### config.mk
export PLATFORM = sky130hd
export DESIGN_NAME = mcController
export DESIGN_NICKNAME = d
export VERILOG_FILES = /design/src/rtl/mcCtrl_pkg.sv /design/src/rtl/mcSequencer.sv /design/src/rtl/mcStrobeDecode.sv /design/src/rtl/mcController.sv
export SDC_FILE = /design/constraint.sdc
export NUM_CORES = 1
export LEC_CHECK = 0
export BUFFER_PORTS_ARGS = -buffer_cell sky130_fd_sc_hd__buf_2
export CAP_MARGIN = 5
export CORE_AREA = 2 2 39 41
export DETAILED_ROUTE_END_ITERATION = 8
export DIE_AREA = 0 0 41 43
export SLEW_MARGIN = 20
export SYNTH_ARGS = -nofsm -noshare
export SYNTH_HDL_FRONTEND = slang
export SYNTH_SLANG_ARGS = --single-unit
### constraint.sdc
create_clock -name clk -period 1.96 [get_ports clk]
set_input_delay 0.294 -clock clk [delete_from_list [all_inputs] [get_ports clk]]
set_output_delay 0.294 -clock clk [all_outputs]
set_load 0.05 [all_outputs]
### src/rtl/mcCtrl_pkg.sv
package mcCtrl_pkg;

  localparam int OPC_W = 6;
  localparam int ST_W  = 4;

  localparam logic [OPC_W-1:0] OPC_LOAD  = 6'h23;
  localparam logic [OPC_W-1:0] OPC_STORE = 6'h2B;
  localparam logic [OPC_W-1:0] OPC_RTYPE = 6'h00;
  localparam logic [OPC_W-1:0] OPC_BEQ   = 6'h04;
  localparam logic [OPC_W-1:0] OPC_JUMP  = 6'h02;

  typedef enum logic [ST_W-1:0] {
    ST_FETCH   = 4'd0,
    ST_DECODE  = 4'd1,
    ST_ADDR    = 4'd2,
    ST_MEMRD   = 4'd3,
    ST_LDWB    = 4'd4,
    ST_MEMWR   = 4'd5,
    ST_EXEC    = 4'd6,
    ST_ALUWB   = 4'd7,
    ST_BRANCH  = 4'd8,
    ST_JUMP    = 4'd9
  } mcState_e;

  typedef struct packed {
    logic       memRead;
    logic       memWrite;
    logic       irWrite;
    logic       pcWrite;
    logic       pcWriteCond;
    logic       regWrite;
    logic       regDstRd;
    logic       memToReg;
    logic       addrIsData;
    logic       aluSrcA;
    logic [1:0] aluSrcB;
    logic [1:0] aluOp;
    logic [1:0] pcSrc;
  } ctrlStrobes_t;

endpackage

### src/rtl/mcSequencer.sv
module mcSequencer
  import mcCtrl_pkg::*;
(
  input  logic             clk,
  input  logic             rst,
  input  logic [OPC_W-1:0] opcode,
  output mcState_e         stateNow
);

  mcState_e stateNext;

  always_comb begin
    stateNext = ST_FETCH;
    case (stateNow)
      ST_FETCH:  stateNext = ST_DECODE;
      ST_DECODE: begin
        case (opcode)
          OPC_LOAD, OPC_STORE: stateNext = ST_ADDR;
          OPC_RTYPE:           stateNext = ST_EXEC;
          OPC_BEQ:             stateNext = ST_BRANCH;
          OPC_JUMP:            stateNext = ST_JUMP;
          default:             stateNext = ST_FETCH;
        endcase
      end
      ST_ADDR:   stateNext = (opcode == OPC_STORE) ? ST_MEMWR : ST_MEMRD;
      ST_MEMRD:  stateNext = ST_LDWB;
      ST_EXEC:   stateNext = ST_ALUWB;
      default:   stateNext = ST_FETCH;
    endcase
  end

  always_ff @(posedge clk) begin
    if (rst) stateNow <= ST_FETCH;
    else     stateNow <= stateNext;
  end

endmodule

### src/rtl/mcStrobeDecode.sv
module mcStrobeDecode
  import mcCtrl_pkg::*;
(
  input  mcState_e     stateNow,
  output ctrlStrobes_t strobes
);

  always_comb begin
    strobes = '0;
    case (stateNow)
      ST_FETCH: begin
        strobes.memRead = 1'b1;
        strobes.irWrite = 1'b1;
        strobes.pcWrite = 1'b1;
        strobes.aluSrcB = 2'b01;
      end
      ST_DECODE: strobes.aluSrcB = 2'b11;
      ST_ADDR: begin
        strobes.aluSrcA = 1'b1;
        strobes.aluSrcB = 2'b10;
      end
      ST_MEMRD: begin
        strobes.memRead    = 1'b1;
        strobes.addrIsData = 1'b1;
      end
      ST_LDWB: begin
        strobes.regWrite = 1'b1;
        strobes.memToReg = 1'b1;
      end
      ST_MEMWR: begin
        strobes.memWrite   = 1'b1;
        strobes.addrIsData = 1'b1;
      end
      ST_EXEC: begin
        strobes.aluSrcA = 1'b1;
        strobes.aluOp   = 2'b10;
      end
      ST_ALUWB: begin
        strobes.regWrite = 1'b1;
        strobes.regDstRd = 1'b1;
      end
      ST_BRANCH: begin
        strobes.aluSrcA     = 1'b1;
        strobes.aluOp       = 2'b01;
        strobes.pcWriteCond = 1'b1;
        strobes.pcSrc       = 2'b01;
      end
      ST_JUMP: begin
        strobes.pcWrite = 1'b1;
        strobes.pcSrc   = 2'b10;
      end
      default: strobes = '0;
    endcase
  end

endmodule

### src/rtl/mcController.sv
module mcController
  import mcCtrl_pkg::*;
(
  input  logic             clk,
  input  logic             rst,
  input  logic [OPC_W-1:0] opcode,
  output logic             memRead,
  output logic             memWrite,
  output logic             irWrite,
  output logic             pcWrite,
  output logic             pcWriteCond,
  output logic             regWrite,
  output logic             regDstRd,
  output logic             memToReg,
  output logic             addrIsData,
  output logic             aluSrcA,
  output logic [1:0]       aluSrcB,
  output logic [1:0]       aluOp,
  output logic [1:0]       pcSrc
);

  mcState_e     stateNow;
  ctrlStrobes_t strobes;

  mcSequencer i_seq (
    .clk      (clk),
    .rst      (rst),
    .opcode   (opcode),
    .stateNow (stateNow)
  );

  mcStrobeDecode i_dec (
    .stateNow (stateNow),
    .strobes  (strobes)
  );

  assign memRead     = strobes.memRead;
  assign memWrite    = strobes.memWrite;
  assign irWrite     = strobes.irWrite;
  assign pcWrite     = strobes.pcWrite;
  assign pcWriteCond = strobes.pcWriteCond;
  assign regWrite    = strobes.regWrite;
  assign regDstRd    = strobes.regDstRd;
  assign memToReg    = strobes.memToReg;
  assign addrIsData  = strobes.addrIsData;
  assign aluSrcA     = strobes.aluSrcA;
  assign aluSrcB     = strobes.aluSrcB;
  assign aluOp       = strobes.aluOp;
  assign pcSrc       = strobes.pcSrc;

endmodule

==> impl_metrics.py, run 1 <==
metrics = {
    "status": {
        "outcome": "complete, no violations",
    },
    "route": {
        "drcViolationCount": 0,
        "wl_um": 1090,
        "routedWlPerCell_um": 11.4,
        "drt_iter0_markers": 3,
        "vias": 474,
        "firstDrtPassIters": 3,
        "drt-vias-per-instance": 4.99,
        "antenna_left": 0,
    },
    "clock_network": {
        "post-cts-setup-buffers": 0,
        "numCtsBuffers": 3,
        "insertion_delay_ns": 0.23,
        "ctsResizeCount": 0,
        "clockBufferDepth": 2,
        "root_buffer": "clkbuf_4",
        "cts_tree": "built",
        "holdBufCountCts": 0,
        "cts.clk_slew.worst_paths_ns": 0.03,
        "clock_sinks": 4,
        "h-tree-depth": 1,
    },
    "setup_path": {
        "slowest_stage": "dfxtp_1",
        "slowest_delay_ns": 0.47,
        "cp_max_fo": 7,
        "cp_num_buf_inv": 1,
        "cpLargestDelayFamily": "flip-flops",
        "cp.required_ns": 1.67,
        "endpoint_kind": "output port",
        "critPathArrivalTime_ns": 1.51,
        "cp_cell_sequence": "nand2b_1, mux2_2, nor2_1, buf_2",
        "critPathKind": "register to output port",
        "critPathLaunchType": "register",
    },
    "grt": {
        "antenna_found_initial": 0,
        "grt_max_degree": 13,
        "grt_pass1_vias": 381,
        "track_usage_pct": 14.2,
        "grt_pass1_wl_um": 1660,
        "gr-total-overflow": 0,
    },
    "floorplan": {
        "die_area_mm2": 0.00176,
        "io-pin-count": 24,
        "die_h_um": 43,
        "rows": 14,
        "initial_core_util_pct": 30.5,
        "die_w_um": 41,
        "core-area_mm2": 0.00138,
    },
    "synth": {
        "yosysWarnings": 0,
        "synth_nets": 63,
        "synth_area_leaders": "dfxtp_1, nor2_1, nor3_1",
        "ys_ff_latch": 4,
        "avgSynthCellArea_um2": 7.67,
        "syn_area_um2": 422,
        "ys.flop_type": "dfxtp_1",
        "netlist_instances": 55,
        "synth_top_area_share_pct": 19.0,
        "yosysUniqueCellTypes": 30,
        "ys_seq_area_share_pct": 19.0,
        "synth-async-reset-ratio_pct": 0,
        "synth_top_cell_by_area": "dfxtp_1",
        "synth_edf_count": 0,
    },
    "pwr": {
        "power.leakage_uw": 0.000265,
        "total_power_uw": 276,
        "peakVddDrop_uv": 326,
        "power_density_mw_per_mm2": 469,
    },
    "finish": {
        "layout_common_cells": "buf_2, nor2_1, nor3_1, dfxtp_1",
        "final_common_cell": "buf_2",
        "fin_cells": 95,
        "fin_util_pct": 42.5,
        "area_growth_pct": 39.5,
        "final_area_um2": 588,
        "n_antenna_cell": 0,
        "top_register": "i_seq.stateNow",
        "fillerInstances": 163,
        "nNetsFinal": 89,
        "reg_top3": "i_seq.stateNow: 4 flops",
        "drive_gt1_share_pct": 50.6,
        "largest_reg_flops": 4,
    },
    "sta": {
        "rsz0062_at_grt": "no",
        "worst_pin_slew_ns": 0.444,
        "max-slew-margin-rel_pct": 70.3,
        "finalSetupViolCount": 0,
        "min_period_ns": 1.81,
        "fin_worst_skew_ns": 0.00412,
        "slew_violations": 0,
        "period_share_pct": 92.3,
        "holdWs_ns": 0.245,
        "max_freq_ghz": 0.553,
        "hold_violations": 0,
    },
    "place": {
        "io_buffers": 23,
        "place_hpwl_um": 871,
        "place.gp.congestion": 0.887,
        "place_inst": 92,
        "postPlaceCellArea_um2": 566,
    },
    "worst_hold_path": {
        "hold_path.class": "input port to register",
    },
    "run": {
        "maxCapViolations": 0,
    },
}
stage by stage:
| stage | TNS (ns) | worst slack (ns) |
|---|---|---|
| 4_1_cts | 0 | 0.142 |
| 3_3_place_gp | 0 | 0.427 |
| 6_report | 0 | 0.152 |
| 3_5_place_dp | 0 | 0.398 |
| 5_1_grt | 0 | 0.0312 |
| 2_1_floorplan | -0.395 | -0.362 |
power breakdown:
group | total [uW] | internal [uW] | switching [uW]
clock | 101 | 68.4 | 32.3
combinational | 83.7 | 27.6 | 56.1
sequential | 91.2 | 84.1 | 7.10
total | 276 | 180 | 95.5
Yosys cell counts, drive strengths merged (2+ instances only):
cell and number:
nand2 2, nor3 6, nor4 2, nor2 10, xnor2 2, or2 2, nand3 2, nand2b 4
and3 2, buf 3, clkbuf 2, dfxtp 4
layout make-up:
class / count / area (um^2) / share of cell area, %
repair buffers: 26 / 138 / 23.4
clock buffers: 3 / 22.5 / 3.83
multi-input cells: 46 / 328 / 55.7
flip-flops and latches: 4 / 80.1 / 13.6
well taps: 16 / 20.0 / 3.40
worst register-to-register path, stage by stage (launching register included):
cell and delay (ns):
dfxtp_1 0.58, nand2b_2 0.19, nor4_4 0.29, nand2_1 0.10, o31ai_2 0.18
routing by layer:
layer | vias to the layer above | routed length, um | global-route usage, %
met3 | 0 | 70 | 6.28
li1 | 245 | - | -
met4 | 0 | 0 | 6.00
met2 | 15 | 528 | 20.0
met1 | 214 | 487 | 18.0
met5 | - | 0 | 0
final timing paths:
kind | start | to | slack (ns) | cells after the start
max | i_seq.stateNow[3] | aluSrcA | 0.15 | 4
max reg2reg | i_seq.stateNow[0] | i_seq.stateNow[2] | 0.52 | 4
min | opcode[4] | i_seq.stateNow[3] | 0.25 | 2
min reg2reg | i_seq.stateNow[1] | i_seq.stateNow[2] | 0.79 | 3
logic make-up (layout without fill, tap and decap cells):
kind of cell    after synthesis  count (layout)  share of synthesized area [%]
simple gates                 34              34                           48.7
compound gates                9               9                           16.6
xor+xnor                      2               2                           4.16
flops                         4               4                           19.0
mux                           1               1                           2.67
buf+inv                       5              29                           8.90
(Power assumes the default switching activity.)
==> run 2, diff against run 1 <==
--- a/config.mk
+++ b/config.mk
@@ -10,6 +10,7 @@
 export CORE_AREA = 2 2 39 41
 export DETAILED_ROUTE_END_ITERATION = 8
 export DIE_AREA = 0 0 41 43
+export SETUP_SLACK_MARGIN = 0.4
 export SLEW_MARGIN = 20
 export SYNTH_ARGS = -nofsm -noshare
 export SYNTH_HDL_FRONTEND = slang
==> run 2 against run 1 <==
Net effect: core utilization up 15 points; setup slack better by 0.23 ns; non-clock buffer count increased by 8; first-iteration DRC count is 130% higher; largest cell class unchanged; fmax increased by 15%; clock skew decreased by 0.00098 ns.
==> impl_metrics.py, run 2 (synthesis results as in run 1) <==
metrics = {
    "place": {
        "place.gp.congestion": 0.845,
        "io_buffers": 23,
        "place_hpwl_um": 891,
        "post-place-ws_ns": 0.365,
    },
    "floorplan": {
        "rows": 14,
        "die_h_um": 43,
        "initial_core_util_pct": 30.5,
        "die_w_um": 41,
        "die_area_mm2": 0.00176,
        "io-pin-count": 24,
        "core-area_mm2": 0.00138,
    },
    "sta": {
        "rsz0062_at_grt": "yes",
        "postLayoutSetupSlackWorst_ns": 0.382,
        "finalSetupViolCount": 0,
        "period_share_pct": 80.5,
        "fin_worst_skew_ns": 0.00315,
        "holdWs_ns": 0.244,
        "max_freq_ghz": 0.634,
        "hold_violations": 0,
        "min_period_ns": 1.58,
        "fin_setup_tns_ns": 0,
        "max-slew-margin-rel_pct": 79.2,
        "slew_violations": 0,
        "worst_pin_slew_ns": 0.311,
    },
    "run": {
        "maxCapViolations": 0,
    },
    "setup_path": {
        "slowest_delay_ns": 0.37,
        "cp_cell_sequence": "nand2b_4, mux2_4, nor2_4, buf_8",
        "endpoint_kind": "output port",
        "cpLargestDelayFamily": "flip-flops",
        "slowest_stage": "dfxtp_4",
        "cp_max_fo": 6,
        "critPathArrivalTime_ns": 1.28,
        "cp_num_buf_inv": 1,
        "cp.required_ns": 1.67,
        "critPathLaunchType": "register",
        "critPathKind": "register to output port",
    },
    "route": {
        "routedWlPerCell_um": 12.1,
        "drt-vias-per-instance": 5.00,
        "firstDrtPassIters": 4,
        "antenna_left": 0,
        "drcViolationCount": 0,
        "vias": 515,
        "drt_iter0_markers": 7,
        "wl_um": 1250,
    },
    "finish": {
        "layout_common_cells": "buf_4, buf_2, nor2_1",
        "n_antenna_cell": 0,
        "fin_util_pct": 57.3,
        "nNetsFinal": 97,
        "area_growth_pct": 88.1,
        "drive_gt1_share_pct": 70.1,
        "reg_top3": "i_seq.stateNow: 4 flops",
        "final_common_cell": "buf_4",
        "top_register": "i_seq.stateNow",
        "largest_reg_flops": 4,
        "fillerInstances": 139,
    },
    "grt": {
        "grt_max_degree": 9,
        "grt_pass1_wl_um": 2100,
        "gr-total-overflow": 0,
        "antenna_found_initial": 0,
        "grt_pass1_vias": 504,
        "track_usage_pct": 16.8,
    },
    "clock_network": {
        "cts.clk_slew.worst_paths_ns": 0.03,
        "cts_tree": "built",
        "h-tree-depth": 1,
        "clockBufferDepth": 2,
        "clock_sinks": 4,
        "holdBufCountCts": 0,
        "numCtsBuffers": 3,
        "insertion_delay_ns": 0.23,
        "root_buffer": "clkbuf_4",
    },
    "pwr": {
        "p_sw_share_pct": 33.9,
        "p_sw_uw": 100,
        "combPwrFrac_pct": 37.8,
        "power.internal_uw": 196,
        "power.leakage_uw": 0.000337,
        "p_seq_share_pct": 29.4,
        "power_density_mw_per_mm2": 373,
        "peakVddDrop_uv": 318,
        "clockPowerShare_pct": 32.8,
    },
    "status": {
        "outcome": "complete, no violations",
    },
    "worst_hold_path": {
        "hold_path.class": "input port to register",
    },
}
-- run 2: final timing paths --
| kind | startpoint | endpoint | slack [ns] | cells after the start |
|---|---|---|---|---|
| worst max-delay path | i_seq.stateNow[2] | aluSrcA | 0.38 | 4 |
| worst min-delay path | opcode[4] | i_seq.stateNow[3] | 0.24 | 2 |
| worst max register to register | i_seq.stateNow[2] | i_seq.stateNow[2] | 0.65 | 5 |
| worst min register to register | i_seq.stateNow[3] | i_seq.stateNow[1] | 0.76 | 4 |
-- run 2: power by group through the flow --
stage          combinational [uW]  sequential [uW]  clock, uW
6_report                      112             87.1       97.0
5_1_grt                       121             87.6        113
4_1_cts                       111             88.6        104
3_5_place_dp                 96.4             91.3          0
3_3_place_gp                 95.4             91.1          0
2_1_floorplan                75.7             86.8          0
-- run 2: what timing repair did --
item / 4_1_cts / 5_1_grt
endpoints found under the setup margin: 16 / 9
setup buffers: 7 / 0
resized for setup: 25 / 11
pin swaps: 3 / 1
-- run 2: through the flow --
step,std cells,power [uW],cell area [um^2]
global placement,93,187,619
global route,103,321,793
floorplan,55,162,493
detailed placement,93,188,619
finish,103,296,793
CTS,103,303,767
-- run 2: cell type report --
type	instances	area, um^2	share of cell area [%]
well taps	16	20.0	2.52
flip-flops and latches	4	95.1	12.0
repair buffers	34	255	32.2
multi-input cells	46	400	50.5
clock buffers	3	22.5	2.84
-- run 2: layer usage --
metal  GRT usage (%)  wire (um)  vias to the layer above
met1            20.3        518                      239
met2            26.9        665                       16
met4            5.33          0                        0
li1                -          -                      260
met3            5.24         62                        0
met5               0          0                        -
==> run 3, diff against run 2 <==
==> constraint.sdc (replaced) <==
create_clock -name clk -period 1.55 [get_ports clk]
set_input_delay 0.2325 -clock clk [delete_from_list [all_inputs] [get_ports clk]]
set_output_delay 0.2325 -clock clk [all_outputs]
set_load 0.05 [all_outputs]
==> run 3 against run 2 <==
Net effect: the run now ends with negative setup slack left; non-clock buffer count rose by 13; core utilization rose by 24 points; via count rose by 18%; cell area rose by 41%; sequential power rose by 24%; first-iteration DRC count fell by 57%; register-to-register slack got worse by 0.41 ns; clock skew rose by 0.0029 ns; routed wire length rose by 51%; clock power rose by 56%; critical path depth did not move; sequential share of layout area fell by 3.5 points; largest cell class unchanged; largest power group unchanged.
==> impl_metrics.py, run 3 (synthesis results as in run 1) <==
metrics = {
    "finish": {
        "top_register": "i_seq.stateNow",
        "area_growth_pct": 166,
        "final_common_cell": "buf_6",
        "n_antenna_cell": 0,
        "final_area_mm2": 0.00112,
        "nNetsFinal": 110,
        "largest_reg_flops": 4,
        "reg_top3": "i_seq.stateNow: 4 flops",
        "drive_gt1_share_pct": 81.2,
        "fin_util_pct": 81.1,
        "layout_common_cells": "buf_6, buf_8, buf_4",
    },
    "pwr": {
        "p_seq_share_pct": 24.2,
        "power.leakage_uw": 0.000473,
        "clockPowerShare_pct": 33.6,
        "p_sw_share_pct": 36.2,
        "power.internal_uw": 286,
        "peakVddDrop_uv": 432,
        "power_density_mw_per_mm2": 399,
        "p_sw_uw": 162,
        "total_power_uw": 448,
        "combPwrFrac_pct": 42.2,
    },
    "route": {
        "drt-vias-per-instance": 5.19,
        "wl_um": 1880,
        "firstDrtPassIters": 4,
        "vias": 607,
        "drt_iter0_markers": 3,
        "antenna_left": 0,
        "routedWlPerCell_um": 16.1,
        "drcViolationCount": 0,
    },
    "sta": {
        "slew_violations": 0,
        "max_freq_ghz": 0.634,
        "fin_worst_skew_ns": 0.00603,
        "max-slew-margin-rel_pct": 78.7,
        "finalSetupViolCount": 4,
        "min_period_ns": 1.58,
        "rsz0062_at_grt": "yes",
        "hold_violations": 0,
        "fin_setup_tns_ns": -0.0497,
        "holdWs_ns": 0.176,
        "postLayoutSetupSlackWorst_ns": -0.0261,
        "worst_pin_slew_ns": 0.318,
        "period_share_pct": 102,
    },
    "clock_network": {
        "clock_sinks": 4,
        "insertion_delay_ns": 0.25,
        "numCtsBuffers": 3,
        "cts_tree": "built",
        "root_buffer": "clkbuf_4",
        "holdBufCountCts": 0,
        "cts.clk_slew.worst_paths_ns": 0.04,
        "h-tree-depth": 1,
        "clockBufferDepth": 2,
    },
    "floorplan": {
        "io-pin-count": 24,
        "initial_core_util_pct": 30.5,
        "rows": 14,
        "die_area_mm2": 0.00176,
        "die_h_um": 43,
        "core-area_mm2": 0.00138,
        "die_w_um": 41,
    },
    "worst_hold_path": {
        "hold_path.class": "input port to register",
    },
    "place": {
        "io_buffers": 23,
        "postPlaceCellArea_um2": 689,
        "place_hpwl_um": 904,
        "place.gp.congestion": 0.763,
    },
    "setup_path": {
        "critPathArrivalTime_ns": 1.34,
        "cp.required_ns": 1.32,
        "critPathKind": "register to output port",
        "critPathLaunchType": "register",
        "r2r_setup_slack_ns": 0.24,
        "cp_max_fo": 5,
        "endpoint_kind": "output port",
    },
    "grt": {
        "top_usage_layer": "met2",
        "grt.met2_usage_pct": 39.4,
        "grt_pass1_wl_um": 2350,
        "grt_use_met3_pct": 3.14,
        "gr-total-overflow": 0,
        "antenna_found_initial": 0,
        "grt_use_met1_pct": 17.9,
        "grt_pass1_vias": 555,
        "grt_max_degree": 10,
        "track_usage_pct": 20.3,
    },
    "status": {
        "violations": "negative setup slack",
        "outcome": "finished with violations",
    },
    "run": {
        "maxCapViolations": 0,
    },
}
run 3: cell count changes in the layout (fill, tap and decap cells not counted), moves of 3 or more:
cell and delta:
nor3_4 +3, buf_8 +10, buf_2 -5, nor2_4 +4
buf_6 +12, nor2_1 -4
run 3: what timing repair did:
item / CTS / global route
resized for setup: 54 / 19
setup endpoints to repair: 20 / 20
pin swaps: 11 / 10
buffers inserted: 13 / 6
run 3: layout make-up:
type,count,area [um^2]
repair buffers,47,485
clock buffers,4,26.3
flip-flops and latches,4,95.1
fillers,74,262
multi-input cells,46,495
well taps,16,20.0
run 3: power groups by stage:
stage | registers (uW) | logic, uW | clock network [uW]
after floorplan | 109 | 107 | 0
after global placement | 112 | 130 | 0
after detailed placement | 113 | 131 | 0
after CTS | 108 | 167 | 155
after global routing | 109 | 199 | 165
final | 108 | 189 | 151
run 3: critical path, cell delays in order, from the launching register on:
cell and delay, ns:
dfxtp_4 0.37, buf_6 0.13, nor4_4 0.28, or2_4 0.18
buf_8 0.14
run 3: through the flow:
step                worst slack, ns  std cells
floorplan                    -0.185         55
global placement             0.0876         94
detailed placement           0.0674         94
CTS                          0.0113        111
global route                -0.0707        117
finish                      -0.0261        117
run 3: path summary, 6_finish.rpt:
| check | startpoint | end | cells after the start |
|---|---|---|---|
| min reg2reg | i_seq.stateNow[1] | i_seq.stateNow[2] | 3 |
| max | i_seq.stateNow[3] | pcWrite | 4 |
| min | opcode[4] | i_seq.stateNow[3] | 2 |
| max reg2reg | i_seq.stateNow[3] | i_seq.stateNow[2] | 5 |
run 3: layer usage:
| layer | vias to the layer above | wire [um] |
|---|---|---|
| li1 | 292 | - |
| met1 | 277 | 719 |
| met2 | 30 | 966 |
| met3 | 8 | 96 |
| met4 | 0 | 100 |
| met5 | - | 0 |
